--- config.mk ---
export PLATFORM = sky130hd
export DESIGN_NAME = prot_region_check
export DESIGN_NICKNAME = d
export VERILOG_FILES = /design/src/rtl/prc_pkg.sv /design/src/rtl/prc_region_match.sv /design/src/rtl/prc_prio_pick.sv /design/src/rtl/prc_perm_eval.sv /design/src/rtl/prot_region_check.sv
export SDC_FILE = /design/constraint.sdc
export NUM_CORES = 1
export LEC_CHECK = 0
export ABC_AREA = 1
export ABC_CLOCK_PERIOD_IN_PS = 6650
export BUFFER_PORTS_ARGS = -buffer_cell sky130_fd_sc_hd__buf_2
export CELL_PAD_IN_SITES_DETAIL_PLACEMENT = 1
export CELL_PAD_IN_SITES_GLOBAL_PLACEMENT = 1
export CORE_MARGIN = 4
export CORE_UTILIZATION = 39
export DETAILED_ROUTE_END_ITERATION = 10
export PLACE_DENSITY = 0.95
export SLEW_MARGIN = 20
export SYNTH_ARGS = -nofsm -noshare
export SYNTH_HDL_FRONTEND = slang
export SYNTH_SLANG_ARGS = --single-unit
export TNS_END_PERCENT = 5
--- constraint.sdc ---
create_clock -name clk -period 6.65 [get_ports clk]
set_input_delay 0.9975 -clock clk [delete_from_list [all_inputs] [get_ports clk]]
set_output_delay 0.9975 -clock clk [all_outputs]
set_load 0.01 [all_outputs]
--- src/rtl/prc_pkg.sv ---
package prc_pkg;
   localparam int CFG_W    = 32;
   localparam int SIZE_LSB = 1;
   localparam int SIZE_W   = 5;
   localparam int PERM_W   = 4;

   typedef enum logic [1:0] {
      ACC_RD     = 2'd0,
      ACC_WR     = 2'd1,
      ACC_FETCH  = 2'd2,
      ACC_RD_ALT = 2'd3
   } acc_kind_e;

   typedef enum logic [1:0] {
      FLT_NONE       = 2'd0,
      FLT_BACKGROUND = 2'd1,
      FLT_PERM       = 2'd2
   } flt_code_e;

   typedef struct packed {
      logic priv_rd;
      logic priv_wr;
      logic user_rd;
      logic user_wr;
   } rights_t;
endpackage

--- src/rtl/prc_region_match.sv ---
module prc_region_match
   import prc_pkg::*;
#(
   parameter int AW = 32
) (
   input  logic [CFG_W-1:0] cfg,
   input  logic [AW-1:0]    addr,
   output logic             hit
);
   localparam int SHW = SIZE_W + 1;

   logic [SIZE_W-1:0] size_exp;
   logic [SHW-1:0]    low_bits;
   logic [AW:0]       span;
   logic [AW-1:0]     keep_low;
   logic [AW-1:0]     diff;

   assign size_exp = cfg[SIZE_LSB +: SIZE_W];
   assign low_bits = {1'b0, size_exp} + SHW'(1);

   always_comb begin
      span = '0;
      if (int'(low_bits) >= AW) begin
         keep_low = '1;
      end else begin
         span     = (AW+1)'(1) << low_bits;
         keep_low = span[AW-1:0] - AW'(1);
      end
   end

   assign diff = cfg[AW-1:0] ^ addr;
   assign hit  = cfg[0] && ((diff & ~keep_low) == '0);
endmodule

--- src/rtl/prc_prio_pick.sv ---
module prc_prio_pick #(
   parameter int NREG = 8,
   localparam int IW  = (NREG > 1) ? $clog2(NREG) : 1
) (
   input  logic [NREG-1:0] hits,
   output logic            any_hit,
   output logic [IW-1:0]   win_idx
);
   always_comb begin
      any_hit = 1'b0;
      win_idx = '0;
      for (int i = 0; i < NREG; i++) begin
         if (hits[i]) begin
            any_hit = 1'b1;
            win_idx = IW'(i);
         end
      end
   end
endmodule

--- src/rtl/prc_perm_eval.sv ---
module prc_perm_eval
   import prc_pkg::*;
(
   input  logic [PERM_W-1:0] code,
   input  logic              is_write,
   input  logic              priv,
   output logic              allow
);
   rights_t r;
   logic    may_rd;
   logic    may_wr;

   always_comb begin
      case (code)
         4'd1:    r = '{priv_rd: 1'b1, priv_wr: 1'b1, user_rd: 1'b0, user_wr: 1'b0};
         4'd2:    r = '{priv_rd: 1'b1, priv_wr: 1'b1, user_rd: 1'b1, user_wr: 1'b0};
         4'd3:    r = '{priv_rd: 1'b1, priv_wr: 1'b1, user_rd: 1'b1, user_wr: 1'b1};
         4'd5:    r = '{priv_rd: 1'b1, priv_wr: 1'b0, user_rd: 1'b0, user_wr: 1'b0};
         4'd6:    r = '{priv_rd: 1'b1, priv_wr: 1'b0, user_rd: 1'b1, user_wr: 1'b0};
         default: r = '0;
      endcase
   end

   assign may_rd = priv ? r.priv_rd : r.user_rd;
   assign may_wr = priv ? r.priv_wr : r.user_wr;
   assign allow  = is_write ? may_wr : may_rd;
endmodule

--- src/rtl/prot_region_check.sv ---
module prot_region_check
   import prc_pkg::*;
#(
   parameter int NREG = 8,
   parameter int AW   = 32,
   localparam int IW  = (NREG > 1) ? $clog2(NREG) : 1
) (
   input  logic                  clk,
   input  logic                  rst_n,
   input  logic                  prot_on,
   input  logic                  acc_strobe,
   input  logic [AW-1:0]         acc_addr,
   input  logic [1:0]            acc_kind,
   input  logic                  acc_priv,
   input  logic [NREG*CFG_W-1:0] rgn_cfg,
   input  logic [NREG*PERM_W-1:0] perm_data,
   input  logic [NREG*PERM_W-1:0] perm_inst,
   output logic [AW-1:0]         addr_out,
   output logic                  acc_ok,
   output logic [1:0]            fault_kind,
   output logic [IW-1:0]         hit_idx,
   output logic                  flt_valid,
   output logic [IW-1:0]         flt_region,
   output logic [1:0]            flt_code
);
   if (NREG < 1 || NREG > 16) begin : g_bad_nreg
      $error("prot_region_check: NREG must lie in 1..16");
   end
   if (AW < 8 || AW > CFG_W) begin : g_bad_aw
      $error("prot_region_check: AW must lie in 8..32");
   end

   logic [NREG-1:0]   hits;
   logic              any_hit;
   logic [IW-1:0]     win_idx;
   logic [NREG*PERM_W-1:0] perm_word;
   logic [PERM_W-1:0] perm_code;
   logic              perm_allow;
   logic              is_fetch;

   for (genvar g = 0; g < NREG; g++) begin : g_rgn
      prc_region_match #(.AW(AW)) u_match (
         .cfg  (rgn_cfg[g*CFG_W +: CFG_W]),
         .addr (acc_addr),
         .hit  (hits[g])
      );
   end

   prc_prio_pick #(.NREG(NREG)) u_pick (
      .hits    (hits),
      .any_hit (any_hit),
      .win_idx (win_idx)
   );

   assign is_fetch  = (acc_kind == ACC_FETCH);
   assign perm_word = is_fetch ? perm_inst : perm_data;
   assign perm_code = perm_word[win_idx*PERM_W +: PERM_W];

   prc_perm_eval u_perm (
      .code     (perm_code),
      .is_write (acc_kind == ACC_WR),
      .priv     (acc_priv),
      .allow    (perm_allow)
   );

   always_comb begin
      if (!prot_on) begin
         acc_ok     = 1'b1;
         fault_kind = FLT_NONE;
         hit_idx    = '0;
      end else if (!any_hit) begin
         acc_ok     = 1'b0;
         fault_kind = FLT_BACKGROUND;
         hit_idx    = '0;
      end else begin
         acc_ok     = perm_allow;
         fault_kind = perm_allow ? FLT_NONE : FLT_PERM;
         hit_idx    = win_idx;
      end
   end

   assign addr_out = acc_addr;

   always_ff @(posedge clk or negedge rst_n) begin
      if (!rst_n) begin
         flt_valid  <= 1'b0;
         flt_region <= '0;
         flt_code   <= FLT_NONE;
      end else if (acc_strobe && !acc_ok) begin
         flt_valid  <= 1'b1;
         flt_region <= hit_idx;
         flt_code   <= fault_kind;
      end else begin
         flt_valid  <= 1'b0;
         flt_region <= '0;
         flt_code   <= FLT_NONE;
      end
   end
endmodule

### Yosys cells after proc, flatten, opt, wreduce, memory -nomap -nowiden

Cells that the tools add are included.
W data, S select, Z words.

| operators by class | value |
|---|---|
| add/subtract/negate cells | 16 |
| shifts and indexed selects | 9 |
| equality and inequality tests | 7 |
| reduce and logical (&&, ||, !) cells | 18 |
| $lt $le $gt $ge | 8 |
| bitwise logic cells | 24 |
| mux-type cells | 38 |

Operators with widths:

| cell | count |
|---|---|
| $mux W32 | 9 |
| $and A32 B32 Y32 | 8 |
| $logic_not A32 Y1 | 8 |
| $not A32 Y32 | 8 |
| $shl A1 B6 Y32 const A | 8 |
| $sub A32 B1 Y32 const B | 8 |
| $xor A32 B32 Y32 | 8 |
| $add A5 B1 Y6 const B | 8 |
| $ge A6 B6 Y1 const B | 8 |
| $shiftx A32 B6 Y4 | 1 |
| $mux W3 | 7 |
| $pmux W4 S5 | 1 |
| $mux W1 | 15 |
| $mux W2 | 6 |
| $logic_and A1 B1 Y1 | 9 |
| $eq A4 B2 Y1 const B | 2 |
| $eq A4 B3 Y1 const B | 2 |
| $eq A4 B1 Y1 const B | 1 |
| $eq A2 B1 Y1 const B | 1 |
| $eq A2 B2 Y1 const B | 1 |
| $logic_not A1 Y1 | 1 |

| storage, ports and cells | value |
|---|---|
| bits in registers | 6 |
| output and inout bits | 44 |

### Logic depth before layout (Yosys ltp)

| depth | value |
|---|---|
| word-level depth | 25 |
| gate-level depth with buffers | 37 |

### By module

A second synthesis with hierarchy kept.

| unflattened totals | value |
|---|---|
| cell total of the unflattened synthesis | 2,891 |
| area total of the unflattened synthesis | 15,793.9 um^2 |

Modules (own cells, without submodules):

| module | cells each | instances | area each (um^2) |
|---|---|---|---|
| prc_region_match at g_rgn[0].u_match ... | 321 | 4 | 1,800.5 |
| prc_region_match at g_rgn[4].u_match ... | 329 | 4 | 1,775.5 |
| prot_region_check | 261 | 1 | 1,366.3 |
| prc_prio_pick | 20 | 1 | 77.6 |
| prc_perm_eval | 10 | 1 | 46.3 |

### Least setup slack after synthesis

Ideal clock, no wire load.

| timing | value |
|---|---|
| kind | in2out |
| from | input port rgn_cfg[225] |
| to | output port fault_kind[1] |
| cell stages on the path | 35 |
| arrival | 4,300 ps |
| buffers on the path | 3 |
| setup slack | 1,353 ps |
| cell sequence | buf_4 > nand2_1 > inv_1 > ha_1 > inv_1 > nor3_1 > nand2_2 > inv_2 > nand2_2 > ha_1 > nand2_1 > nor2_2 > nand3_2 > nor2_2 > nand2_1 > clkinv_1 > nand2_1 > nand2_1 > nand4_1 > nand2_1 > nor2_1 > nand2_1 > nor2_2 > nand3_2 > buf_6 > nand2_4 > buf_6 > nand2_1 > nand3_1 > nand3_1 > nand2_1 > nand2_1 > nand3_1 > nand3_1 > a21oi_1 |

| on the way | value |
|---|---|
| cells in the longest elaborated chain, start to end | 17 |
| elaborated cells on any way between the ends | 25 |
| classes of those cells | add/sub (2); order compare (1); eq/ne (5); shift (2); mux (10); bitwise (3); reduce/logical (2) |

RTL lines:

| item | RTL line | source |
|---|---|---|
| start, declared | prot_region_check.sv:15 | `input logic [NREG*CFG_W-1:0] rgn_cfg,` |
| $add A5 B1 Y6 | prc_region_match.sv:19 | `assign low_bits = {1'b0, size_exp} + SHW'(1);` |
| $shl A1 B6 Y32 | prc_region_match.sv:26 | `span = (AW+1)'(1) << low_bits;` |
| $sub A32 B1 Y32 | prc_region_match.sv:27 | `keep_low = span[AW-1:0] - AW'(1);` |
| $mux W32 | prc_region_match.sv:23 | `if (int'(low_bits) >= AW) begin` |
| $not A32 Y32 | prc_region_match.sv:32 | `assign hit = cfg[0] && ((diff & ~keep_low) == '0);` |
| $and A32 B32 Y32 (*) | prc_region_match.sv:32 |  |
| $logic_not A32 Y1 (*) | prc_region_match.sv:32 |  |
| $logic_and A1 B1 Y1 (*) | prc_region_match.sv:32 |  |
| $mux W3 | prc_prio_pick.sv:13 | `if (hits[i]) begin` |
| $shiftx A32 B6 Y4 | prot_region_check.sv:57 | `assign perm_code = perm_word[win_idx*PERM_W +: PERM_W];` |
| $eq A4 B3 Y1 (tied with other cells) | prc_perm_eval.sv:14 | `case (code)` |
| $pmux W4 S5 | prc_perm_eval.sv:14 |  |
| $mux W1, on equally long branches | prc_perm_eval.sv:24, prc_perm_eval.sv:25 |  |
| $mux W1 | prc_perm_eval.sv:26 | `assign allow = is_write ? may_wr : may_rd;` |
| $mux W2 | prot_region_check.sv:77 | `fault_kind = perm_allow ? FLT_NONE : FLT_PERM;` |
| $mux W2 (*) | prot_region_check.sv:71 | `end else if (!any_hit) begin` |
| $mux W2 (*) | prot_region_check.sv:67 | `if (!prot_on) begin` |
| end, declared | prot_region_check.sv:20 | `output logic [1:0] fault_kind,` |

Mark *: on every way between the ends. The rest lies on a longest branch, timed or not.

### Final worst setup path

| timing | value |
|---|---|
| from | input port rgn_cfg[226] |
| to | output port acc_ok |

| on the way | value |
|---|---|
| cells in the longest elaborated chain, start to end | 16 |
| elaborated cells on any way between the ends | 24 |
| classes of those cells | add/sub (2); order compare (1); eq/ne (5); shift (2); mux (9); bitwise (3); reduce/logical (2) |

RTL lines:

| item | RTL line | source |
|---|---|---|
| $add A5 B1 Y6 | prc_region_match.sv:19 |  |
| $shl A1 B6 Y32 | prc_region_match.sv:26 |  |
| $sub A32 B1 Y32 | prc_region_match.sv:27 |  |
| $mux W32 | prc_region_match.sv:23 |  |
| $not A32 Y32 | prc_region_match.sv:32 |  |
| $and A32 B32 Y32 (*) | prc_region_match.sv:32 |  |
| $logic_not A32 Y1 (*) | prc_region_match.sv:32 |  |
| $logic_and A1 B1 Y1 (*) | prc_region_match.sv:32 |  |
| $mux W3 | prc_prio_pick.sv:13 |  |
| $shiftx A32 B6 Y4 | prot_region_check.sv:57 |  |
| $eq A4 B3 Y1 (tied with other cells) | prc_perm_eval.sv:14 |  |
| $pmux W4 S5 | prc_perm_eval.sv:14 |  |
| $mux W1, on equally long branches | prc_perm_eval.sv:24, prc_perm_eval.sv:25 |  |
| $mux W1 | prc_perm_eval.sv:26 |  |
| $mux W1 (*) | prot_region_check.sv:71 |  |
| $mux W1 (*) | prot_region_check.sv:67 |  |
| end, declared | prot_region_check.sv:19 | `output logic acc_ok,` |

Marked as above.

==> impl_metrics.tcl <==
set metrics [dict create \
    antenna_left 0 \
    worstSetupPathType "in2out" \
    critPathTopFamily "simple AND/OR/NAND/NOR gates" \
    synthCells 2751 \
    crit_top_cell "nand2_1" \
    grt_pass1_wl_mm 115 \
    post-synth-top-area-cell "nand2_1" \
    viasPerCell 5.76 \
    initial_utilization_pct 39.8 \
    fmax_mhz 158 \
    synth-seq-cells 6 \
    num_vias 20300 \
    start_kind "primary input" \
    cts_num_sinks 6 \
    avgSynthCellArea_um2 5.20 \
    grt_usage_pct 36.8 \
    htree_levels 1 \
    ctsHoldBuffers 0 \
    first_iter_violations 1614 \
    holdCritPathClass "in2async" \
    grt_overflow 0 \
    ys.flop_type "dfrtp_1" \
    rsz0062_at_grt "no" \
    worstMarginPinSlew_ns 0.750 \
    placed_area_um2 16300 \
    drc 0 \
    critical_path_buf_inv_count 7 \
    maxCapViolations 0 \
    setup_violations 0 \
    worstPathRequired_ns 5.65 \
    drt_wl_total_mm 78.6 \
    num_rows 69 \
    crit_arrival_ns 5.33 \
    place.port_buffers 402 \
    core_um2 35900 \
    synth_edf_count 0 \
    fin_area_um2 16500 \
    min_period_ns 6.33 \
    highest_layer "met5" \
    cellPowerDensity_nw_per_um2 91.5 \
    async_flop_share_pct 100 \
    syn_area_um2 14300 \
    wire_per_inst_um 22.3 \
    cp-end-kind "primary output" \
    area_growth_pct 15.4 \
    firstDrtPassIters 6 \
    hpwl_mm 63.9 \
    finalCritPeriodShare_pct 95.2 \
    yosysUniqueCellTypes 68 \
    grt_max_degree 34 \
    synthTopCellsByArea "nand2_1, xor2_1, nor2_1" \
    die_h_um 200 \
    slew_headroom_pct 49.6 \
    finalMaxSlewViolations 0 \
    cts_tree "yes" \
    slowest_stage "ha_1" \
    vdd_ir_drop_max_mv 0.0618 \
    cts_buffers 3 \
    root_buffer "clkbuf_16" \
    crit_path_max_fanout 11 \
    clkTransAtPathRegs_ns 0.04 \
    wl_met3_mm 5.89 \
    hold_viol 0 \
    grt_pass1_vias 20500 \
    status "finished, final reports clean" \
    cts_buffer_depth 2 \
    crit_cells 34 \
    io_pins 403 \
    finalPower_mw 1.51 \
    met1_length_mm 32.3 \
    yosysSeqAreaShare_pct 1.05 \
    drive_gt1_share_pct 20.0 \
    die_area_um2 39800 \
    tns_ns 0 \
    die_x_um 200 \
    synth.top_cell.area_share_pct 19.0 \
    p_leak_nw 9.67 \
    finish.utilization_pct 46.0 \
    yosys_warnings 0 \
    nNetsFinal 3427 \
    antenna_found_initial 9 \
    critPathMaxStageDelay_ns 0.28 \
    place.gp.congestion 1.03 \
    met2_length_mm 36.3 \
]
[sequential cells by signal (all words and copies together), names as in the netlist]
name / cells
flt_valid: 1
flt_code: 2
flt_region: 3
[path summary, 6_finish.rpt]
check,slack [ns],end,startpoint
max,0.32,acc_ok,rgn_cfg[226]
min in group clk,1.08,flt_code[1]$_DFF_PN0_,acc_strobe
min,0.60,flt_code[0]$_DFF_PN0_,rst_n
max in group asynchronous,5.90,flt_region[1]$_DFF_PN0_,rst_n
[per-layer routing]
layer  up-vias  track usage [%]
met5         -                0
met4         4             15.8
met3       210             3.84
met2       902             61.5
met1      9675             48.0
li1       9480                -
[what timing repair did]
item,CTS,global route
gates resized for setup,0,23
setup buffers,0,2
endpoints found under the setup margin,0,3
[power breakdown]
part           internal, mW  switching, mW
logic                 0.469          0.906
registers            0.0374       0.000286
clock network        0.0773         0.0210
[metrics by stage]
stage / instances / hold WS (ns) / setup slack [ns]
after global placement: 3505 / 0.824 / 0.424
after floorplan: 2754 / 0.702 / 1.35
after detailed placement: 3505 / 0.837 / 0.196
after CTS: 3508 / 0.599 / 0.159
final: 3518 / 0.596 / 0.322
after global routing: 3517 / 0.601 / 0.00351
[area by class of cell]
type | instances | area, um^2
clock buffers | 3 | 75.1
diodes | 7 | 17.5
inverters | 311 | 1180
flip-flops and latches | 6 | 150
well taps | 461 | 577
multi-input cells | 2306 | 12300
repair buffers | 424 | 2180
fillers | 5468 | 19400
[cells by family after synthesis]
kind of cell             synth area share (%)
flip-flops                               1.05
adder cells (fa/ha/maj)                  1.40
AND/OR/NAND/NOR                          57.4
other                                  0.0262
XOR/XNOR                                 16.6
AO/OA/AOI/OAI                            8.23
multiplexers                             1.84
buffers and inverters                    13.4
[cells in the mapped netlist (3+ instances only)]
cell type and number:
nor3b_1 3, a21oi_1 28, clkinv_1 4, or2_1 4, inv_4 3, buf_4 43, xnor2_1 68, nand3b_1 17
nor2_4 11, a311oi_1 4, o21bai_1 13, ha_1 16, xor2_1 203, buf_6 9, dfrtp_1 6, o31ai_1 11
inv_1 279, o21ai_1 16, nor2_1 435, o21ai_0 78, nand3_2 20, inv_2 24, nand2_1 724, o211ai_1 6
nand2_4 9, buf_2 18, nand4_4 3, nor3_1 61, nand2_2 31, nand3_1 287, buf_1 28, nor2_2 32
a31oi_1 9, mux2i_1 14, mux2_2 11, nor3_2 3, nor4_1 5, o2111ai_1 9, clkbuf_1 33, nand4_1 132
or2_2 9
[placed cells by master (no fill, tap or decap), types with 5 or more instances in the layout]
cell / Yosys / final
o21bai_1: 13 / 13
o2111ai_1: 9 / 9
nand3_1: 287 / 287
mux2_2: 11 / 11
buf_2: 18 / 400
mux2i_1: 14 / 14
diode_2: 0 / 7
a31oi_1: 9 / 9
xnor2_1: 68 / 68
o31ai_1: 11 / 11
inv_1: 279 / 277
nand4_1: 132 / 132
nand2_2: 31 / 31
inv_2: 24 / 25
nand2_1: 724 / 724
o211ai_1: 6 / 6
nor3_1: 61 / 58
o21ai_0: 78 / 78
nor2_2: 32 / 37
a21oi_1: 28 / 28
nor4_1: 5 / 5
nor2_4: 11 / 15
dfrtp_1: 6 / 6
or2_2: 9 / 9
nor3_2: 3 / 5
ha_1: 16 / 16
nand3_2: 20 / 19
o21ai_1: 16 / 16
xor2_1: 203 / 203
buf_4: 43 / 22
nand2_4: 9 / 8
nand3b_1: 17 / 17
nor2_1: 435 / 427
No activity file was read; power rests on OpenSTA's default activity.
